$ cat src/rtl/sar_seq_pkg.sv
// Package: shared phase type and default sizes for the SAR conversion sequencer.
// Assumes: one frame consists of the sense, search and residue phases in that order.
package sar_seq_pkg;

    localparam int SEQ_SAR_BITS  = 9;
    localparam int SEQ_FRAME_CYC = 83;
    localparam int SEQ_RESID_CYC = 6;
    localparam int SEQ_LFSR_LEN  = 20;

    typedef enum logic [1:0] {
        PH_SENSE  = 2'd0,
        PH_SEARCH = 2'd1,
        PH_RESID  = 2'd2
    } phase_e;

endpackage

$ cat src/rtl/sar_frame_timer.sv
// Module: sar_frame_timer
// Counts the cycles of one conversion frame and decodes the phase, the index of the
// bit under trial, the last search cycle and the last cycle of the frame.
// Assumes: FRAME_CYC > SAR_BITS + RESID_CYC, so the sense phase is at least one cycle.
module sar_frame_timer
    import sar_seq_pkg::*;
#(
    parameter int FRAME_CYC = SEQ_FRAME_CYC,
    parameter int SAR_BITS  = SEQ_SAR_BITS,
    parameter int RESID_CYC = SEQ_RESID_CYC,
    localparam int IW       = (SAR_BITS > 1) ? $clog2(SAR_BITS) : 1
) (
    input  logic          clk,
    input  logic          rst_n,
    output phase_e        phase_o,
    output logic [IW-1:0] bit_idx_o,
    output logic          last_search_o,
    output logic          frame_end_o
);
    localparam int SENSE_CYC = FRAME_CYC - SAR_BITS - RESID_CYC;
    localparam int CW        = $clog2(FRAME_CYC);
    localparam logic [CW-1:0] SRCH_START = CW'(SENSE_CYC);
    localparam logic [CW-1:0] RES_START  = CW'(SENSE_CYC + SAR_BITS);
    localparam logic [CW-1:0] SRCH_LAST  = CW'(SENSE_CYC + SAR_BITS - 1);
    localparam logic [CW-1:0] LAST_CYC   = CW'(FRAME_CYC - 1);

    logic [CW-1:0] cnt_q;
    logic [CW-1:0] offs;
    logic          in_search;

    // Frame cycle counter, wraps after the last residue cycle.
    always_ff @(posedge clk) begin
        if (!rst_n)
            cnt_q <= '0;
        else if (cnt_q == LAST_CYC)
            cnt_q <= '0;
        else
            cnt_q <= cnt_q + 1'b1;
    end

    // Phase decode from the counter.
    always_comb begin
        if (cnt_q < SRCH_START)
            phase_o = PH_SENSE;
        else if (cnt_q < RES_START)
            phase_o = PH_SEARCH;
        else
            phase_o = PH_RESID;
    end

    assign in_search = (phase_o == PH_SEARCH);
    assign offs      = cnt_q - SRCH_START;

    // Trial bit index, MSB first.
    always_comb begin
        if (in_search)
            bit_idx_o = IW'(SAR_BITS - 1) - offs[IW-1:0];
        else
            bit_idx_o = '0;
    end

    assign last_search_o = (cnt_q == SRCH_LAST);
    assign frame_end_o   = (cnt_q == LAST_CYC);

endmodule

$ cat src/rtl/sar_bit_search.sv
// Module: sar_bit_search
// Successive-approximation register: sets one trial bit per search cycle, keeps it
// when the comparator says so, drives the bottom-plate controls, and publishes the
// final code with a one-cycle done pulse.
// Assumes: cmp_i is settled for the DAC value presented in the same cycle.
module sar_bit_search
    import sar_seq_pkg::*;
#(
    parameter int SAR_BITS = SEQ_SAR_BITS,
    localparam int IW      = (SAR_BITS > 1) ? $clog2(SAR_BITS) : 1
) (
    input  logic                clk,
    input  logic                rst_n,
    input  phase_e              phase_i,
    input  logic [IW-1:0]       bit_idx_i,
    input  logic                last_search_i,
    input  logic                cmp_i,
    output logic [SAR_BITS-1:0] dac_sw_o,
    output logic [SAR_BITS-1:0] code_o,
    output logic                done_o
);
    logic [SAR_BITS-1:0] trial;
    logic [SAR_BITS-1:0] kept;
    logic [SAR_BITS-1:0] code_q;
    logic [SAR_BITS-1:0] code_out_q;
    logic                done_q;

    // One-hot decoder for the bit under trial.
    for (genvar g = 0; g < SAR_BITS; g++) begin : g_trial
        assign trial[g] = (bit_idx_i == IW'(g));
    end

    assign kept = cmp_i ? trial : '0;

    // Decided bits: cleared while sensing, accumulated while searching.
    always_ff @(posedge clk) begin
        if (!rst_n)
            code_q <= '0;
        else if (phase_i == PH_SENSE)
            code_q <= '0;
        else if (phase_i == PH_SEARCH)
            code_q <= code_q | kept;
    end

    // Publish the final code and the done pulse at the end of the search.
    always_ff @(posedge clk) begin
        if (!rst_n) begin
            code_out_q <= '0;
            done_q     <= 1'b0;
        end else begin
            done_q <= last_search_i;
            if (last_search_i)
                code_out_q <= code_q | kept;
        end
    end

    // Bottom-plate drive per phase.
    always_comb begin
        case (phase_i)
            PH_SEARCH: dac_sw_o = code_q | trial;
            PH_RESID:  dac_sw_o = code_q;
            default:   dac_sw_o = '0;
        endcase
    end

    assign code_o = code_out_q;
    assign done_o = done_q;

endmodule

$ cat src/rtl/sar_dither_lfsr.sv
// Module: sar_dither_lfsr
// Fibonacci shift register for the dither bit; steps once per step_i pulse.
// Assumes: the seed is nonzero and the taps give a maximal-length sequence.
module sar_dither_lfsr #(
    parameter int          LEN    = 20,
    parameter int          TAP_HI = 19,
    parameter int          TAP_LO = 16,
    parameter int unsigned SEED   = 1
) (
    input  logic clk,
    input  logic rst_n,
    input  logic step_i,
    output logic bit_o
);
    logic [LEN-1:0] state_q;
    logic           fb;

    assign fb = state_q[TAP_HI] ^ state_q[TAP_LO];

    // Shift toward the MSB with feedback entering at bit 0.
    always_ff @(posedge clk) begin
        if (!rst_n)
            state_q <= LEN'(SEED);
        else if (step_i)
            state_q <= {state_q[LEN-2:0], fb};
    end

    assign bit_o = state_q[0];

endmodule

$ cat src/rtl/sar_conv_seq.sv
// Module: sar_conv_seq (top)
// Frame sequencer for a SAR first stage: phase strobes, sensor/offset/top-plate
// controls, MSB-first search, and a dither capacitor switched only in the residue phase.
// Assumes: mode_i changes take effect from the frame after they are sampled.
module sar_conv_seq
    import sar_seq_pkg::*;
#(
    parameter int FRAME_CYC = SEQ_FRAME_CYC,
    parameter int SAR_BITS  = SEQ_SAR_BITS,
    parameter int RESID_CYC = SEQ_RESID_CYC,
    parameter int LFSR_LEN  = SEQ_LFSR_LEN
) (
    input  logic                clk,
    input  logic                rst_n,
    input  logic                mode_i,
    input  logic                cmp_i,
    output logic                sense_ph_o,
    output logic                search_ph_o,
    output logic                resid_ph_o,
    output logic                top_cm_o,
    output logic                sense_ref_o,
    output logic                sense_ext_o,
    output logic                offset_hi_o,
    output logic [SAR_BITS-1:0] dac_sw_o,
    output logic                dith_sw_o,
    output logic [SAR_BITS-1:0] code_o,
    output logic                dither_o,
    output logic                done_o
);
    localparam int IW = (SAR_BITS > 1) ? $clog2(SAR_BITS) : 1;

    phase_e        phase;
    logic [IW-1:0] bit_idx;
    logic          last_search;
    logic          frame_end;
    logic          lfsr_bit;
    logic          mode_q;
    logic          dither_q;

    sar_frame_timer #(
        .FRAME_CYC(FRAME_CYC),
        .SAR_BITS (SAR_BITS),
        .RESID_CYC(RESID_CYC)
    ) u_timer (
        .clk          (clk),
        .rst_n        (rst_n),
        .phase_o      (phase),
        .bit_idx_o    (bit_idx),
        .last_search_o(last_search),
        .frame_end_o  (frame_end)
    );

    sar_bit_search #(
        .SAR_BITS(SAR_BITS)
    ) u_search (
        .clk          (clk),
        .rst_n        (rst_n),
        .phase_i      (phase),
        .bit_idx_i    (bit_idx),
        .last_search_i(last_search),
        .cmp_i        (cmp_i),
        .dac_sw_o     (dac_sw_o),
        .code_o       (code_o),
        .done_o       (done_o)
    );

    sar_dither_lfsr #(
        .LEN   (LFSR_LEN),
        .TAP_HI(LFSR_LEN - 1),
        .TAP_LO(LFSR_LEN - 4),
        .SEED  (1)
    ) u_lfsr (
        .clk   (clk),
        .rst_n (rst_n),
        .step_i(frame_end),
        .bit_o (lfsr_bit)
    );

    // Mode latch: sampled on the last cycle of a frame, normal after reset.
    always_ff @(posedge clk) begin
        if (!rst_n)
            mode_q <= 1'b1;
        else if (frame_end)
            mode_q <= mode_i;
    end

    // Capture the frame's dither bit alongside the code.
    always_ff @(posedge clk) begin
        if (!rst_n)
            dither_q <= 1'b0;
        else if (last_search)
            dither_q <= lfsr_bit;
    end

    assign sense_ph_o  = (phase == PH_SENSE);
    assign search_ph_o = (phase == PH_SEARCH);
    assign resid_ph_o  = (phase == PH_RESID);
    assign top_cm_o    = sense_ph_o;
    assign offset_hi_o = !sense_ph_o;
    assign sense_ref_o = sense_ph_o && mode_q;
    assign sense_ext_o = sense_ph_o && !mode_q;
    assign dith_sw_o   = resid_ph_o && lfsr_bit;
    assign dither_o    = dither_q;

endmodule

$ cat config.mk
export PLATFORM = sky130hd
export DESIGN_NAME = sar_conv_seq
export DESIGN_NICKNAME = d
export VERILOG_FILES = /design/src/rtl/sar_seq_pkg.sv /design/src/rtl/sar_frame_timer.sv /design/src/rtl/sar_bit_search.sv /design/src/rtl/sar_dither_lfsr.sv /design/src/rtl/sar_conv_seq.sv
export SDC_FILE = /design/constraint.sdc
export NUM_CORES = 1
export LEC_CHECK = 0
export ABC_AREA = 1
export BUFFER_PORTS_ARGS = -buffer_cell sky130_fd_sc_hd__buf_2
export CORE_ASPECT_RATIO = 1.5
export CORE_MARGIN = 2
export CORE_UTILIZATION = 35
export CTS_BUF_LIST = sky130_fd_sc_hd__clkbuf_4
export DETAILED_ROUTE_END_ITERATION = 12
export HOLD_SLACK_MARGIN = 0.15
export SYNTH_ARGS = -nofsm -noshare
export SYNTH_HDL_FRONTEND = slang
export SYNTH_SLANG_ARGS = --single-unit
$ cat constraint.sdc
create_clock -name clk -period 4.65 [get_ports clk]
set_input_delay 0.6975 -clock clk [delete_from_list [all_inputs] [get_ports clk]]
set_output_delay 0.6975 -clock clk [all_outputs]
set_load 0.01 [all_outputs]
==> results.md <==
- Pin count of the biggest net entering global routing: 27
- Max stage delay cell, worst path: dfxtp_1
- Worst skew pair latency: about 0.36 ns
- Yosys top cell area share: a little under half
- Total Neg Setup Slack: 0 ns
- Die area: 0.00674 mm2
- Flop and latch count out of synthesis: between 40 and 50
- Sequential fraction of the synthesis area: 45.1%
- Final period utilization: 63.6%
- Synth cell count leaders: 68 x nor2_1, 48 x dfxtp_1, 28 x o21ai_0, 27 x nand2_1
- Antenna violations before repair: 0
- Via count: approximately 1800
- Wirelength, routed: between 4000 and 5000 um
- WL/cell: 11.0 um
- Headroom to the max-slew limit: approximately 53%
- Initial drt markers: around 60
- Power per cell area: about 270 mW/mm2
- Clock-pin transition on the worst setup and hold timing paths: between 0.1 and 0.15 ns
- Filler-free cell count of the finished design: approximately 390
- Final-report hold violation count: 0
- Synthesized cell area: 0.00213 mm2
- Final Power: ~0.00064 W
- Gates resized, CTS repair: 0
- Post-Syn Nets: between 200 and 300
- Wire length of the first global-routing pass: slightly above 7000 um
- Final min period: approximately 3 ns
- Post-synth top area cell: dfxtp_1
- Setup Buffers After CTS: 0
- GPL Wtd Cong: about 0.8
- Area share of xor/xnor cells in the synthesized design: less than 1%
- Total of hold buffers inserted after clock tree synthesis: 0
- Worst Clk Skew: between 0.005 and 0.006 ns
- Yosys cell types: 29
- Vert. Die Dim: ~100 um
- Number of maximum-capacitance violations: 0
- Clock Sinks: 48
- Classification of the worst setup path: reg2out
- Fraction of registers with async set/reset: 0%
- Critical Path Max Stage Delay: 0.51 ns
- Dominant combinational cell family by area after synthesis: simple AND/OR/NAND/NOR gates
- Vias in the first global route: approximately 1600
- Maximum frequency from static timing analysis: around 0.34 GHz
- HPWL after detailed placement: a little over 3000 um
- Syn. warnings: 0
- Critical path arrival: around 2.3 ns
- Number of diodes: 0
- Fraction of the mapped netlist area in simple logic gates: 28.9%
- Endpoint type of the worst setup path: output port
- Final setup violation count: 0
- Maximum level of the CTS H-tree: 2
- Class of the tightest hold or removal check: reg2reg
- Most area-consuming cells after synthesis: dfxtp_1 45%, nor2_1 12%, o21ai_0 6.6%, a21oi_1 5.9%, nand2_1 4.8%
- Cell-by-cell listing of the critical path: inv_1 -> ha_1 -> nand2_1 -> inv_2 -> nor2_4 -> nand4_2 -> nor2_4 -> nand2_1 -> a21oi_1 -> buf_2
- Outcome: completed
- Via/cell ratio: around 4.7
- Top-Level Pins: 32
- Worst Path Required: ~4 ns
- Placed cells: 379
- Remaining number of nets flagged by the antenna check after routing: 0
- X dimension of the die: slightly below 70 um
- Buffers added on ports: 31
- Most repeated cell in the gate-level netlist after synthesis: nor2_1
- Rows: 34
- Transition time at the pin with the least slew margin: 0.709 ns
- Overall global routing resource usage: 13.8%
- Leakage: between 0.9 and 1 nW
- Compound-gate portion of the synthesized area: 15.8%
- Number of cells produced by synthesis: between 200 and 300
- Fraction of the mapped netlist area in adder cells: about 1.8%
- Longest Clk Path Bufs: 2
- Max IR drop VDD: 116 uV
- Fraction of synthesized area in multiplexers: 0%
- First drt pass iteration count: 4
- Number of pins with negative max-slew slack in the final report: 0
- Core Area: slightly below 0.006 mm2
- Share of cells above drive strength 1: 21.3%
- Category of the worst setup path launch point: flop
- Starting density of the core: around 37%
- Clock tree root driver cell: clkbuf_4
- Area delta synth->final: 12.0%
- EDFF count, synth: 0
- CTS Buf Count: 5
- Number of remaining DRC errors: 0
- TritonCTS clock tree: done
- Congestion Overflow GR: 0
- Setup repair after global routing missed its margin: false
- Largest fanout on the critical path: 7
- Flip-flop cell with the highest count after synthesis: dfxtp_1
- Mean Syn Cell Area: about 7.5 um2
- Number of nets in the finished design: around 320
## registers in the layout (all words and copies together) (netlist names)
name,count
dither_o,1
u_search.done_o,1
u_timer.cnt_q,7
u_search.code_q,9
u_search.code_o,9
u_lfsr.state_q,20
mode_q,1
## routing by layer
layer | track usage (%) | vias to the layer above | routed length [um]
met2 | 23.0 | 33 | 1940
li1 | - | 969 | -
met3 | 2.83 | 6 | 188
met5 | 0 | - | 0
met4 | 5.65 | 0 | 83
met1 | 16.8 | 799 | 2030
## critical path, delay by kind of cell, from the launching register on
family / cells / cell delay [ns]
AO/OA/AOI/OAI: 1 / 0.13
adder cells (fa/ha/maj): 1 / 0.23
buffers and inverters: 3 / 0.33
flip-flops: 1 / 0.51
AND/OR/NAND/NOR: 5 / 0.70
## layout by cell type, fill, tap and decap left out
| cell | n |
|---|---|
| o211ai_1 | 1 |
| nand4_2 | 2 |
| o21ai_2 | 2 |
| nor2_1 | 68 |
| clkinv_1 | 2 |
| o21ai_1 | 3 |
| nor2_2 | 3 |
| clkinvlp_4 | 2 |
| a21boi_0 | 1 |
| o21ai_4 | 1 |
| nand4_1 | 2 |
| o21ai_0 | 28 |
| nand3_1 | 10 |
| nor3b_1 | 2 |
| nor2_4 | 3 |
| ha_1 | 3 |
| nand2_1 | 27 |
| buf_2 | 31 |
| inv_2 | 7 |
| xnor2_1 | 1 |
| nand2_2 | 3 |
| a21oi_1 | 25 |
| dfxtp_1 | 48 |
| nand2_4 | 1 |
| o21a_1 | 1 |
| nand3_2 | 7 |
| nor3_1 | 1 |
| clkbuf_4 | 5 |
| inv_1 | 25 |
## layout make-up
type,count,area [um2]
inverters,33,124
clock buffers,5,37.5
fillers,607,3440
repair buffers,31,155
multi-input cells,195,1000
clock inverters,3,18.8
well taps,72,90.1
flip-flops and latches,48,961
## kinds of logic (layout without fill, tap and decap cells)
kind of cell,Yosys count,in the layout
DFF,48,48
AOI/OAI and AO/OA,62,62
xor gates and xnor gates,1,1
buffers and inverters,43,72
adders and majority gates,3,3
and+or+nand+nor,129,129
## stage by stage
| stage | hold slack (ns) | area (um2) | worst slack (ns) | util [%] |
|---|---|---|---|---|
| final | 0.487 | 2390 | 1.69 | 40.9 |
| after global routing | 0.513 | 2390 | 1.45 | 40.9 |
| after CTS | 0.489 | 2390 | 1.65 | 40.9 |
| after detailed placement | 0.466 | 2330 | 2.07 | 40.0 |
| after global placement | 0.456 | 2330 | 2.14 | 40.0 |
| after floorplan | 0.445 | 2130 | 2.31 | - |
## power by group
group	switching (W)	internal, W	total (W)
logic	0.0000207	0.00000885	0.0000295
registers	0.00000340	0.000414	0.000417
clock network	0.000136	0.0000572	0.000193
total	0.000160	0.000480	0.000640
## path summary, 6_finish.rpt
path                                        start                         endpoint  slack, ns  cells past startpoint
setup / recovery      u_timer.cnt_q[0]$_SDFF_PP0_                      dac_sw_o[4]       1.69                     10
hold reg to reg   u_search.code_q[2]$_SDFFE_PP0P_  u_search.code_q[2]$_SDFFE_PP0P_       0.49                      2
setup reg to reg      u_timer.cnt_q[0]$_SDFF_PP0_      u_timer.cnt_q[6]$_SDFF_PP0_       2.30                      8
hold / removal    u_search.code_q[2]$_SDFFE_PP0P_  u_search.code_q[2]$_SDFFE_PP0P_       0.49                      2
Power figures use the tool's default switching activity.
